<file path="src/rtl/fbag_pkg.sv">
package fbag_pkg;
  localparam int BASE_W = 4;
  localparam logic [BASE_W-1:0] BASE_RST    = 4'hC;
  localparam logic [BASE_W-1:0] BASE_RESV_A = 4'h7;
  localparam logic [BASE_W-1:0] BASE_RESV_B = 4'h8;
  localparam logic [1:0] DEPTH_RST = 2'd2;
  localparam logic [1:0] DEPTH_BAD = 2'd3;

  typedef enum logic [1:0] {
    SEL_CTRL = 2'd0,
    SEL_BASE = 2'd1,
    SEL_LINE = 2'd2,
    SEL_SIZE = 2'd3
  } cfg_sel_e;
endpackage

</file>
<file path="src/rtl/fbag_cfg.sv">
module fbag_cfg
  import fbag_pkg::*;
#(
  parameter int DATA_W   = 16,
  parameter int UNIT_W   = 7,
  parameter int OFF_W    = 15,
  parameter int UNIT_MIN = 2,
  parameter int UNIT_MAX = 64
) (
  input  logic              clk,
  input  logic              rst_n,
  input  logic              wr,
  input  logic [1:0]        sel,
  input  logic [DATA_W-1:0] wdata,
  output logic              en,
  output logic [1:0]        depth,
  output logic [BASE_W-1:0] base,
  output logic [UNIT_W-1:0] units,
  output logic [OFF_W-1:0]  size_m1,
  output logic              err
);
  logic              en_q, en_n, err_q, err_n;
  logic [1:0]        dep_q, dep_n;
  logic [BASE_W-1:0] base_q, base_n;
  logic [UNIT_W-1:0] unit_q, unit_n;
  logic [OFF_W-1:0]  size_q, size_n;
  logic              unit_ok, base_ok;

  assign unit_ok = (wdata >= DATA_W'(UNIT_MIN)) && (wdata <= DATA_W'(UNIT_MAX));
  assign base_ok = (wdata[BASE_W-1:0] != BASE_RESV_A) && (wdata[BASE_W-1:0] != BASE_RESV_B);

  always_comb begin
    en_n   = en_q;
    err_n  = err_q;
    dep_n  = dep_q;
    base_n = base_q;
    unit_n = unit_q;
    size_n = size_q;
    if (wr) begin
      case (cfg_sel_e'(sel))
        SEL_CTRL: begin
          if (en_q) begin
            en_n = wdata[0];
          end else if (wdata[2:1] == DEPTH_BAD) begin
            err_n = 1'b1;
          end else begin
            en_n  = wdata[0];
            dep_n = wdata[2:1];
          end
        end
        SEL_BASE: begin
          if (en_q || !base_ok) err_n = 1'b1;
          else                  base_n = wdata[BASE_W-1:0];
        end
        SEL_LINE: begin
          if (en_q || !unit_ok) err_n = 1'b1;
          else                  unit_n = wdata[UNIT_W-1:0];
        end
        default: begin
          if (en_q) err_n = 1'b1;
          else      size_n = wdata[OFF_W-1:0];
        end
      endcase
    end
  end

  always_ff @(posedge clk or negedge rst_n) begin
    if (!rst_n) begin
      en_q   <= 1'b0;
      err_q  <= 1'b0;
      dep_q  <= DEPTH_RST;
      base_q <= BASE_RST;
      unit_q <= UNIT_W'(UNIT_MAX);
      size_q <= '1;
    end else if (wr) begin
      en_q   <= en_n;
      err_q  <= err_n;
      dep_q  <= dep_n;
      base_q <= base_n;
      unit_q <= unit_n;
      size_q <= size_n;
    end
  end

  assign en      = en_q;
  assign depth   = dep_q;
  assign base    = base_q;
  assign units   = unit_q;
  assign size_m1 = size_q;
  assign err     = err_q;
endmodule

</file>
<file path="src/rtl/fbag_span.sv">
module fbag_span #(
  parameter int UNIT_W = 7,
  localparam int WPL_W = UNIT_W + 1
) (
  input  logic [UNIT_W-1:0] units,
  input  logic [1:0]        depth,
  output logic [WPL_W-1:0]  wpl
);
  localparam int PROD_W = UNIT_W + 3;
  logic [PROD_W-1:0] prod;

  always_comb begin
    prod = PROD_W'(units) << depth;
    wpl  = WPL_W'((prod + PROD_W'(1)) >> 1);
  end
endmodule

</file>
<file path="src/rtl/fbag_walk.sv">
module fbag_walk #(
  parameter int OFF_W = 15,
  parameter int WPL_W = 8
) (
  input  logic             clk,
  input  logic             rst_n,
  input  logic             en,
  input  logic             fire,
  input  logic [WPL_W-1:0] wpl,
  input  logic [OFF_W-1:0] size_m1,
  output logic [OFF_W-1:0] off,
  output logic             line_end,
  output logic             frame_end
);
  logic [OFF_W-1:0] off_q, off_n;
  logic [WPL_W-1:0] wc_q, wc_n;
  logic             step;

  assign line_end  = en && (wc_q == wpl - WPL_W'(1));
  assign frame_end = en && (off_q == size_m1);
  assign step      = !en || fire;

  always_comb begin
    if (!en) begin
      off_n = '0;
      wc_n  = '0;
    end else begin
      off_n = frame_end ? '0 : off_q + OFF_W'(1);
      wc_n  = (frame_end || line_end) ? '0 : wc_q + WPL_W'(1);
    end
  end

  always_ff @(posedge clk or negedge rst_n) begin
    if (!rst_n) begin
      off_q <= '0;
      wc_q  <= '0;
    end else if (step) begin
      off_q <= off_n;
      wc_q  <= wc_n;
    end
  end

  assign off = off_q;
endmodule

</file>
<file path="src/rtl/fbuf_addr_gen.sv">
module fbuf_addr_gen
  import fbag_pkg::*;
#(
  parameter int ADDR_W   = 32,
  parameter int DATA_W   = 16,
  parameter int OFF_W    = 15,
  parameter int UNIT_W   = 7,
  parameter int UNIT_MIN = 2,
  parameter int UNIT_MAX = 64,
  localparam int WPL_W   = UNIT_W + 1,
  localparam int PAD_W   = ADDR_W - BASE_W - OFF_W - 2
) (
  input  logic              clk,
  input  logic              rst_n,
  input  logic              cfg_wr,
  input  logic [1:0]        cfg_sel,
  input  logic [DATA_W-1:0] cfg_wdata,
  output logic              cfg_err,
  output logic              req_valid,
  input  logic              req_ready,
  output logic [ADDR_W-1:0] req_addr,
  output logic              req_line_end,
  output logic              req_frame_end
);
  logic              en;
  logic [1:0]        depth;
  logic [BASE_W-1:0] base;
  logic [UNIT_W-1:0] units;
  logic [OFF_W-1:0]  size_m1, off;
  logic [WPL_W-1:0]  wpl;

  fbag_cfg #(
    .DATA_W(DATA_W), .UNIT_W(UNIT_W), .OFF_W(OFF_W),
    .UNIT_MIN(UNIT_MIN), .UNIT_MAX(UNIT_MAX)
  ) u_cfg (
    .clk(clk), .rst_n(rst_n), .wr(cfg_wr), .sel(cfg_sel), .wdata(cfg_wdata),
    .en(en), .depth(depth), .base(base), .units(units),
    .size_m1(size_m1), .err(cfg_err)
  );

  fbag_span #(.UNIT_W(UNIT_W)) u_span (
    .units(units), .depth(depth), .wpl(wpl)
  );

  fbag_walk #(.OFF_W(OFF_W), .WPL_W(WPL_W)) u_walk (
    .clk(clk), .rst_n(rst_n), .en(en), .fire(en && req_ready),
    .wpl(wpl), .size_m1(size_m1), .off(off),
    .line_end(req_line_end), .frame_end(req_frame_end)
  );

  assign req_valid = en;
  assign req_addr  = {base, {PAD_W{1'b0}}, off, 2'b00};
endmodule

</file>
<file path="config.mk">
export PLATFORM = sky130hd
export DESIGN_NAME = fbuf_addr_gen
export DESIGN_NICKNAME = d
export VERILOG_FILES = /design/src/rtl/fbag_pkg.sv /design/src/rtl/fbag_cfg.sv /design/src/rtl/fbag_span.sv /design/src/rtl/fbag_walk.sv /design/src/rtl/fbuf_addr_gen.sv
export SDC_FILE = /design/constraint.sdc
export NUM_CORES = 1
export LEC_CHECK = 0
export BUFFER_PORTS_ARGS = -buffer_cell sky130_fd_sc_hd__buf_2
export CORE_MARGIN = 1
export CORE_UTILIZATION = 51
export DETAILED_ROUTE_END_ITERATION = 8
export HOLD_SLACK_MARGIN = 0.12
export PLACE_DENSITY = 0.81
export SYNTH_ARGS = -nofsm -noshare
export SYNTH_HDL_FRONTEND = slang
export SYNTH_SLANG_ARGS = --single-unit
</file>
<file path="constraint.sdc">
create_clock -name clk -period 10.4 [get_ports clk]
set_clock_uncertainty 0.1 [all_clocks]
set_input_delay 3.12 -clock clk [delete_from_list [all_inputs] [get_ports clk]]
set_output_delay 3.12 -clock clk [all_outputs]
set_load 0.005 [all_outputs]
</file>
* Word-level counts from Yosys, hierarchy flattened
Index checks and enable logic that the tools add are counted.
** Word-level totals
- Register bits after elaboration :: 53
- Bits of input ports :: 22
- Output and inout port bits :: 36
- Word-level logic and storage cells :: 64
** Operators by class
- $add $sub $neg :: 4
- $lt $le $gt $ge :: 2
- Equal/unequal tests :: 11
- Shift operators :: 1
- Muxes and demuxes :: 12
- Bitwise operators :: 5
- Reduce and logical (&&, ||, !) cells :: 21
** Operator list (count)
- $mux W15 :: 2
- $ge A16 B2 Y1 const B :: 1
- $le A16 B7 Y1 const B :: 1
- $mux W8 :: 2
- $add A15 B1 Y15 const B :: 1
- $eq A15 B15 Y1 :: 1
- $add A9 B1 Y9 const B :: 1
- $reduce_and A3 Y1 :: 3
- $shl A7 B2 Y9 :: 1
- $add A8 B1 Y8 const B :: 1
- $eq A8 B8 Y1 :: 1
- $sub A8 B1 Y8 const B :: 1
- $mux W1 :: 7
- $ne A2 B1 Y1 const B :: 3
- $reduce_and A6 Y1 :: 1
- $logic_and A1 B1 Y1 :: 5
- $not A1 Y1 :: 5
- $eq A2 B2 Y1 const B :: 2
- $logic_or A1 B1 Y1 :: 4
- $ne A4 B3 Y1 const B :: 1
- $ne A4 B4 Y1 const B :: 1
- $reduce_and A4 Y1 :: 1
- $reduce_bool A4 Y1 :: 1
- $logic_not A1 Y1 :: 3
- 6 further kinds :: 6

* Longest topological paths before layout
Gate-level depths: netlist of the first run.
- Depth after elaboration :: 8
- Gate-level depth with buffers :: 18
- Mapped depth without buffers :: 14

* Hierarchy
From an unflattened synthesis of the first run, not the netlist that was laid out.
** Unflattened totals
- Cell total of the unflattened synthesis :: 371
- Area total of the unflattened synthesis :: 3553.4 µm²
** By module, submodules not included
- fbag_walk :: times used 1, cells an instance 199, area an instance 1666.6 µm², seq. area each 575.6 µm²
- fbag_cfg :: times used 1, cells an instance 82, area an instance 1292.5 µm², seq. area each 774.5 µm²
- fbag_span :: times used 1, cells an instance 75, area an instance 486.7 µm², seq. area each 0.0 µm²
- fbuf_addr_gen :: times used 1, cells an instance 15, area an instance 107.6 µm², seq. area each 0.0 µm²

* Worst setup path after synthesis of the first run
Ideal clock, no wire load.
- Kind :: register to output
- Start point :: register u_cfg.dep_q[0], in the netlist u_cfg.depth[0]
- End point :: output req_line_end
- Data arrival time :: 3.052 ns
- Required time :: 7.180 ns
- Setup slack :: 4.128 ns
- Stages on the path, launching flop included :: 14
- Buffers on the path :: 3
- Cell sequence :: dfrtp_1 -> buf_6 -> clkbuf_1 -> buf_2 -> nand2_1 -> a21oi_1 -> ha_1 -> nand2b_1 -> or4_1 -> o21a_1 -> nor4_1 -> xnor2_1 -> or3_1 -> nor2_1
** Between the ends
- Longest elaborated chain between the ends :: 5
** Ends and longest elaborated chain
- start: declaration :: line fbag_cfg.sv:23 : logic [1:0] dep_q, dep_n;
- start signal: assignment :: line fbag_cfg.sv:78 : dep_q <= dep_n;
- $shl A7 B2 Y9 :: line fbag_span.sv:13 : prod = PROD_W'(units) << depth;
- $add A9 B1 Y9 :: line fbag_span.sv:14 : wpl = WPL_W'((prod + PROD_W'(1)) >> 1);
- $sub A8 B1 Y8 :: line fbag_walk.sv:19 : assign line_end = en && (wc_q == wpl - WPL_W'(1));
- $eq A8 B8 Y1 :: line fbag_walk.sv:19
- $logic_and A1 B1 Y1 :: line fbag_walk.sv:19
- end: declaration :: line fbuf_addr_gen.sv:22 : output logic req_line_end,
No other way between the ends.

* Worst setup path in the final report of the first run
Same ends and word-level chain as after synthesis.

==> out/qor.yml, run 1 <==
status: "finished, violations left"
violations: "DRC"
numCtsBuffers: 5
cts_tree: "yes"
finish.utilization_pct: 57.88
crit_required_ps: 7180
h-tree-depth: 2
gp_congestion: 0.9284
hp-start: "u_cfg.err$_DFFE_PN0P_"
cts-root-buf: "clkbuf_8"
grt_pass1_wl_um: 12080
antenna_left: 0
clk_pin_slew_ps: 80
die_h_um: 84.04
regArea_mm2: 0.001350
ys.warnings.count: 0
fin_crit_sh_pct: 66.46
grt-busiest-layer: "met2"
port_buffers: 44
ir_worst_vdd_mv: 0.1160
area_growth_pct: 8.312
dpl_cell_area_mm2: 0.003627
relSlewSlack_pct: 48.39
setup_viol: 0
slew_violations: 0
drt-initial-drc-count: 154
synth_top_area_cell: "dfrtp_1"
dieArea_mm2: 0.007062
met2_usage_pct: 37.18
fin_area_mm2: 0.003717
synth_area_mm2: 0.003432
crit_fanout: 24
critPathArrivalTime_ps: 3690
dp_hpwl_um: 5371
final_nets: 416
grt_max_degree: 54
hold_path.class: "flop to flop"
ctsLongestPathBuffers: 2
crit_path_end_kind: "primary output"
wl_per_cell_um: 15.36
cts_resized: 0
p_leak_nw: 1.622
final.min_clock_period_ps: 6912
vias: 2711
fp-row-count: 29
drive_above_1_share_pct: 26.85
antenna_found_initial: 0
wl_um: 7189
post_synth_num_cell_types: 54
r2r-start: "u_cfg.depth[0]$_DFFE_PN0P_"
avgSynthCellArea_um2: 9.695
synth.most_common_cell: "dfrtp_1"
track_usage_pct: 21.34
rsz0062_at_grt: "false"
core_area_mm2: 0.006422
critical_path_class: "flop to primary output"
fin_hold_ws_ps: 364.3
overflow: 0
ys_seq_area_share_pct: 39.34
crit_path_start_kind: "flop"
synth_edf_count: 0
synthTopCellsByCount: "34 x dfrtp_1, 32 x nor2_1, 28 x mux2_2, 28 x nand2_1, 26 x xnor2_1"
holdBufCountCts: 0
die_x_um: 84.04
ys_async_sr_fraction_pct: 100.0
tightest_slew_ps: 767.0
grt_pass1_vias: 2608
multi_input_area_mm2: 0.001927
grt_util_met1_pct: 26.25
post_cts_buffers: 0
fillers: 580
hold_viol_final: 0
tns_ps: 0
drt_first_pass_iters: 6
drt-vias-per-instance: 5.793
maxCapViolCount: 0
synth_ff_type: "dfrtp_1"
clock_latency_ps: 310
ys_ff_latch: 53
critPathLaunch: "u_cfg.depth[0]$_DFFE_PN0P_"
clock_sinks: 53
antennaDiodeCount: 0
syn_inst: 354
synth_top_area_share_pct: 24.79
fmax_ghz: 0.1447
drc: 6
powerDensity_mw_per_mm2: 133.4
use_met3_pct: 3.660
start_util_pct: 53.44
synth_area_leaders: "dfrtp_1 25%, dfstp_2 15%, mux2_2 9.2%"
pin_count: 58
flip-flops by register name, summed over array words and instances (netlist names):
name           count
u_cfg.en           1
u_walk.wc_q        8
u_walk.off        15
u_cfg.err          1
u_cfg.size_m1     15
u_cfg.depth        2
u_cfg.base         4
u_cfg.units        7
routing by layer:
| layer | wire length (um) | vias up |
|---|---|---|
| met5 | 0 | - |
| met4 | 133 | 0 |
| met3 | 271 | 13 |
| met2 | 3634 | 70 |
| met1 | 3150 | 1326 |
| li1 | - | 1302 |
critical path: stages (launching register included):
cell and delay [ps]:
dfrtp_1 640, nand2b_1 290, a21oi_1 170, ha_1 300, nand2b_1 190, or4_1 580
o21a_1 230, nor4_1 320, xnor2_1 140, or3_1 340, nor2_1 80, buf_2 110
cell usage in the layout, fill, tap and decap left out, types with 5 or more instances in the layout:
| cell | count |
|---|---|
| nand3_1 | 16 |
| xor2_1 | 18 |
| nor4b_1 | 5 |
| clkbuf_8 | 6 |
| dfstp_2 | 19 |
| o21ai_0 | 16 |
| xnor2_1 | 26 |
| nand2_1 | 28 |
| mux2i_1 | 6 |
| conb_1 | 13 |
| nand4_1 | 9 |
| mux2_2 | 28 |
| a31oi_1 | 6 |
| nor4_1 | 7 |
| inv_1 | 7 |
| dfrtp_1 | 34 |
| nor2_1 | 32 |
| nor3_1 | 5 |
| or2_2 | 5 |
| buf_2 | 44 |
worst paths after layout:
| check | to | slack, ps | cells past startpoint |
|---|---|---|---|
| worst min register to register | u_cfg.err$_DFFE_PN0P_ | 360 | 1 |
| max in group asynchronous | u_cfg.depth[0]$_DFFE_PN0P_ | 6960 | 2 |
| worst max register to register | u_walk.wc_q[4]$_DFFE_PN0P_ | 6190 | 14 |
| min in group asynchronous | u_walk.off[2]$_DFFE_PN0P_ | 2810 | 2 |
| worst max-delay path | req_line_end | 3490 | 11 |
| worst min-delay path | u_cfg.err$_DFFE_PN0P_ | 360 | 1 |
cell families (layout without fill, tap and decap cells):
logic type | count (synthesis) | after routing | synth area share [%]
multiplexers | 36 | 36 | 12.36
XOR/XNOR | 44 | 44 | 11.23
adder cells (fa/ha/maj) | 4 | 4 | 1.458
AO/OA/AOI/OAI | 44 | 44 | 8.458
other | 1 | 13 | 0.1093
flip-flops | 53 | 53 | 39.34
AND/OR/NAND/NOR | 137 | 137 | 21.22
buffers and inverters | 35 | 60 | 5.833
through the flow:
stage	power, W	worst slack (ps)	std cells
final	0.0004961	3488	468
after detailed placement	0.0003815	3869	460
after global routing	0.0005205	3215	468
after floorplan	0.0003528	4128	366
after global placement	0.0003752	3985	460
after CTS	0.0004992	3532	468
layout make-up:
class | count | area share (%)
inverter | 7 | 0.7068
multi-input combinational | 278 | 51.83
clock buffer | 8 | 2.423
timing repair buffer | 45 | 6.126
tap | 77 | 2.592
sequential | 53 | 36.32
report_power, final:
| part | total, W | internal [W] | switching (W) | leakage [nW] |
|---|---|---|---|---|
| Clock | 0.000119 | 0.0000544 | 0.0000642 | 0.0455 |
| Sequential | 0.000277 | 0.000243 | 0.0000337 | 0.658 |
| Combinational | 0.000101 | 0.0000547 | 0.0000459 | 0.919 |
| Total | 0.000496 | 0.000352 | 0.000144 | 1.62 |
(Power assumes the default switching activity.)
==> run 2: changes to the inputs <==
==> constraint.sdc (replaced) <==
create_clock -name clk -period 6.92 [get_ports clk]
set_clock_uncertainty 0.1 [all_clocks]
set_input_delay 2.076 -clock clk [delete_from_list [all_inputs] [get_ports clk]]
set_output_delay 2.076 -clock clk [all_outputs]
set_load 0.005 [all_outputs]
==> out/qor.yml, run 2 (synthesis gave the netlist of run 1 again) <==
status: "finished, violations left"
violations: "DRC"
core_area_mm2: 0.006422
hold_path.class: "flop to flop"
holdBufCountCts: 0
overflow: 0
fin_hold_ws_ps: 368.5
grt_max_degree: 54
drt_first_pass_iters: 7
layout_commonest_cell: "buf_2"
h-tree-depth: 2
relSlewSlack_pct: 51.13
fin_crit_sh_pct: 84.31
antennaDiodeCount: 0
tightest_slew_ps: 733.0
clk_pin_slew_ps: 90
tns_ps: 0
cts-root-buf: "clkbuf_8"
grt_pass1_vias: 2628
die_x_um: 84.04
port_buffers: 44
maxCapViolCount: 0
gp_congestion: 0.9277
drt-initial-drc-count: 152
crit_path_end_kind: "primary output"
pin_count: 58
post_cts_buffers: 0
start_util_pct: 53.44
finish.utilization_pct: 58.29
rsz0062_at_grt: "false"
final_cell_mix: "44 x buf_2, 34 x dfrtp_1, 32 x nor2_1"
crit_required_ps: 4740
critPathArrivalTime_ps: 3660
final.min_clock_period_ps: 5834
drt-vias-per-instance: 5.780
numCtsBuffers: 5
ctsLongestPathBuffers: 2
die_h_um: 84.04
drc: 6
setup_viol: 0
fmax_ghz: 0.1714
slew_violations: 0
hold_viol_final: 0
critical_path_class: "flop to primary output"
drive_above_1_share_pct: 27.11
wl_per_cell_um: 15.69
dieArea_mm2: 0.007062
wl_um: 7341
fillers: 541
antenna_left: 0
fp-row-count: 29
cts_tree: "yes"
powerDensity_mw_per_mm2: 209.7
crit_path_start_kind: "flop"
antenna_found_initial: 0
dp_hpwl_um: 5345
p_leak_nw: 1.635
vias: 2705
crit_fanout: 24
ir_worst_vdd_mv: 0.1556
clock_sinks: 53
clock_latency_ps: 310
final_nets: 416
track_usage_pct: 21.66
area_growth_pct: 9.078
cts_resized: 0
grt_pass1_wl_um: 12250
-- run 2: changes by cell type in the layout (fill, tap and decap cells not counted), sizes merged --
cell | before | now
bufinv | 0 | 1
clkbuf | 8 | 7
-- run 2: worst paths after layout --
path | startpoint | endpoint | slack, ps | cells after the start
min reg2reg | u_cfg.err$_DFFE_PN0P_ | u_cfg.err$_DFFE_PN0P_ | 370 | 1
max reg2reg | u_cfg.depth[0]$_DFFE_PN0P_ | u_walk.wc_q[4]$_DFFE_PN0P_ | 2730 | 14
min in group asynchronous | rst_n | u_walk.off[10]$_DFFE_PN0P_ | 1770 | 2
max | u_cfg.depth[0]$_DFFE_PN0P_ | req_line_end | 1090 | 11
min | u_cfg.err$_DFFE_PN0P_ | u_cfg.err$_DFFE_PN0P_ | 370 | 1
max in group asynchronous | rst_n | u_cfg.units[3]$_DFFE_PN0P_ | 4510 | 2
-- run 2: critical path: stages (launching register included) --
cell	delay [ps]
dfrtp_1	650
nand2b_1	300
a21oi_1	180
ha_1	300
nand2b_1	170
or4_1	560
o21ai_0	270
nand3_1	120
and4b_1	220
or3_1	380
nor2_1	80
buf_2	110
-- run 2: where the power goes --
part | internal [W] | leakage [nW] | switching, W
clock network | 0.000118 | 0.0585 | 0.0000992
registers | 0.000365 | 0.658 | 0.0000516
logic | 0.0000819 | 0.919 | 0.0000689
total | 0.000565 | 1.64 | 0.000220
-- run 2: area by class of cell --
type	count	area, um^2	share of cell area, %
tap	77	96.34	2.574
inverter	7	26.28	0.7019
clock inverter	1	30.03	0.8021
clock buffer	7	86.33	2.306
timing repair buffer	45	227.7	6.083
sequential	53	1350	36.06
multi-input combinational	278	1927	51.47
-- run 2: per-layer routing --
metal  vias up  wire, um  share of wire [%]  track usage (%)
li1       1303         -                  -                -
met1      1316      3156                 43            27.27
met2        75      3707                 50            38.30
met3        11       385                5.2            3.561
met4         0        92                1.3            6.113
met5         -         0                  0                0
-- run 2: through the flow --
step                total power (W)  setup WS (ps)  cells  area, um^2
detailed placement        0.0005730           1454    460        3627
CTS                       0.0007904           1123    468        3744
finish                    0.0007851           1086    468        3744
global placement          0.0005638           1549    460        3627
global route              0.0008219          711.6    468        3744
floorplan                 0.0005303           1692    366        3477
==> run 3: changes to the inputs <==
--- a/config.mk
+++ b/config.mk
@@ -10,7 +10,7 @@
 export CORE_UTILIZATION = 51
 export DETAILED_ROUTE_END_ITERATION = 8
 export HOLD_SLACK_MARGIN = 0.12
-export PLACE_DENSITY = 0.81
+export PLACE_DENSITY = 0.84
 export SYNTH_ARGS = -nofsm -noshare
 export SYNTH_HDL_FRONTEND = slang
 export SYNTH_SLANG_ARGS = --single-unit
==> constraint.sdc (replaced) <==
create_clock -name clk -period 4.8 [get_ports clk]
set_clock_uncertainty 0.1 [all_clocks]
set_input_delay 1.44 -clock clk [delete_from_list [all_inputs] [get_ports clk]]
set_output_delay 1.44 -clock clk [all_outputs]
set_load 0.005 [all_outputs]
==> out/qor.yml, run 3 (synthesis gave the netlist of run 1 again) <==
status: "finished, violations left"
violations: "DRC"
total_power_w: 0.001089
grt_pass1_wl_um: 12590
cts_tree: "yes"
core_area_mm2: 0.006422
cp_cell_sequence: "nor2_1 > and2_4 > ha_4 > buf_4 > nor3b_1 > mux2_2 > or2_4 > o21ai_1 > o21ai_0 > and4b_1 > or3_4 > nor2_2 > buf_2"
port_buffers: 44
critPathSlowestCell: "dfstp_2"
antennaDiodeCount: 0
critical_path_class: "flop to primary output"
crit_path_end_kind: "primary output"
crit_required_ps: 3260
dpl_cell_area_mm2: 0.003650
fin_hold_ws_ps: 363.2
final_nets: 424
clock_sinks: 53
hold_path.class: "flop to flop"
dp_hpwl_um: 5679
cpPeakStageDelay_ps: 600
start_util_pct: 53.44
holdBufCountCts: 0
drc: 8
wl_um: 7528
ir_worst_vdd_mv: 0.2910
antenna_found_initial: 0
die_h_um: 84.04
critPathLaunch: "u_cfg.depth[1]$_DFFE_PN1P_"
powerDensity_mw_per_mm2: 280.1
final.min_clock_period_ps: 4661
fmax_ghz: 0.2145
cts-root-buf: "clkbuf_8"
finish.utilization_pct: 60.57
tns_ps: 0
maxCapViolCount: 0
crit_path_start_kind: "flop"
die_x_um: 84.04
setup_viol: 0
ctsLongestPathBuffers: 2
relSlewSlack_pct: 45.16
vias: 2771
fin_area_mm2: 0.003890
final_cell_mix: "44 x buf_2, 32 x dfrtp_1, 30 x nor2_1"
crit_fanout: 6
dieArea_mm2: 0.007062
drive_above_1_share_pct: 33.58
crit_family: "simple AND/OR/NAND/NOR gates"
grt_pass1_vias: 2790
fillers: 535
fp-row-count: 29
drt_first_pass_iters: 6
hp-start: "u_cfg.err$_DFFE_PN0P_"
timing.critical_path.buf_inv: 2
clock_latency_ps: 310
pin_count: 58
gp_congestion: 0.9803
tightest_slew_ps: 822.7
r2r-start: "u_cfg.depth[1]$_DFFE_PN1P_"
drt-initial-drc-count: 178
h-tree-depth: 2
track_usage_pct: 22.34
numCtsBuffers: 5
antenna_left: 0
area_growth_pct: 13.34
critPathArrivalTime_ps: 3120
wl_per_cell_um: 15.82
layout_commonest_cell: "buf_2"
grt_max_degree: 37
overflow: 0
slew_violations: 0
fin_crit_sh_pct: 97.10
drt-vias-per-instance: 5.821
p_leak_nw: 1.674
hold_viol_final: 0
clk_pin_slew_ps: 80
run 3: through the flow:
| stage | cells | worst slack [ps] |
|---|---|---|
| 6_report | 476 | 139.0 |
| 5_1_grt | 476 | -20.85 |
| 4_1_cts | 473 | 5.107 |
| 3_5_place_dp | 463 | 249.2 |
| 3_3_place_gp | 463 | 320.7 |
| 2_1_floorplan | 366 | 208.2 |
run 3: what timing repair did:
item / CTS / global route
buffers inserted: 2 / 3
hold endpoints to repair: 0 / 0
gates resized for setup: 2 / 29
cloned: 0 / 0
pin swaps: 0 / 6
setup endpoints to repair: 1 / 1
run 3: layout make-up:
cell class              instances  area, um^2  share of cell area, %
clock buffers                   8       80.08                  2.059
inverters                       7       26.28                 0.6755
multi-input cells             278        2039                  52.43
flip-flops and latches         53        1353                  34.77
well taps                      77       96.34                  2.477
repair buffers                 53       295.3                  7.591
run 3: worst paths after layout:
kind / end / slack (ps) / cells past startpoint
worst min-delay path: u_cfg.err$_DFFE_PN0P_ / 360 / 1
worst max-delay path: req_line_end / 140 / 13
worst min register to register: u_cfg.err$_DFFE_PN0P_ / 360 / 1
max in group asynchronous: u_cfg.size_m1[2]$_DFFE_PN1P_ / 2660 / 2
min in group asynchronous: u_walk.off[8]$_DFFE_PN0P_ / 1120 / 1
worst max register to register: u_walk.wc_q[6]$_DFFE_PN0P_ / 1040 / 13
run 3: layer usage:
layer  up-vias  routed length [um]  GRT usage [%]
li1       1317                   -              -
met1      1352                3271          27.90
met2        87                3731          37.78
met3        15                 391          4.253
met4         0                 135          9.561
met5         -                   0              0
run 3: power by group:
| part | switching (W) | internal, W |
|---|---|---|
| combinational | 0.000125 | 0.000138 |
| sequential | 0.0000585 | 0.000527 |
| clock | 0.000136 | 0.000104 |
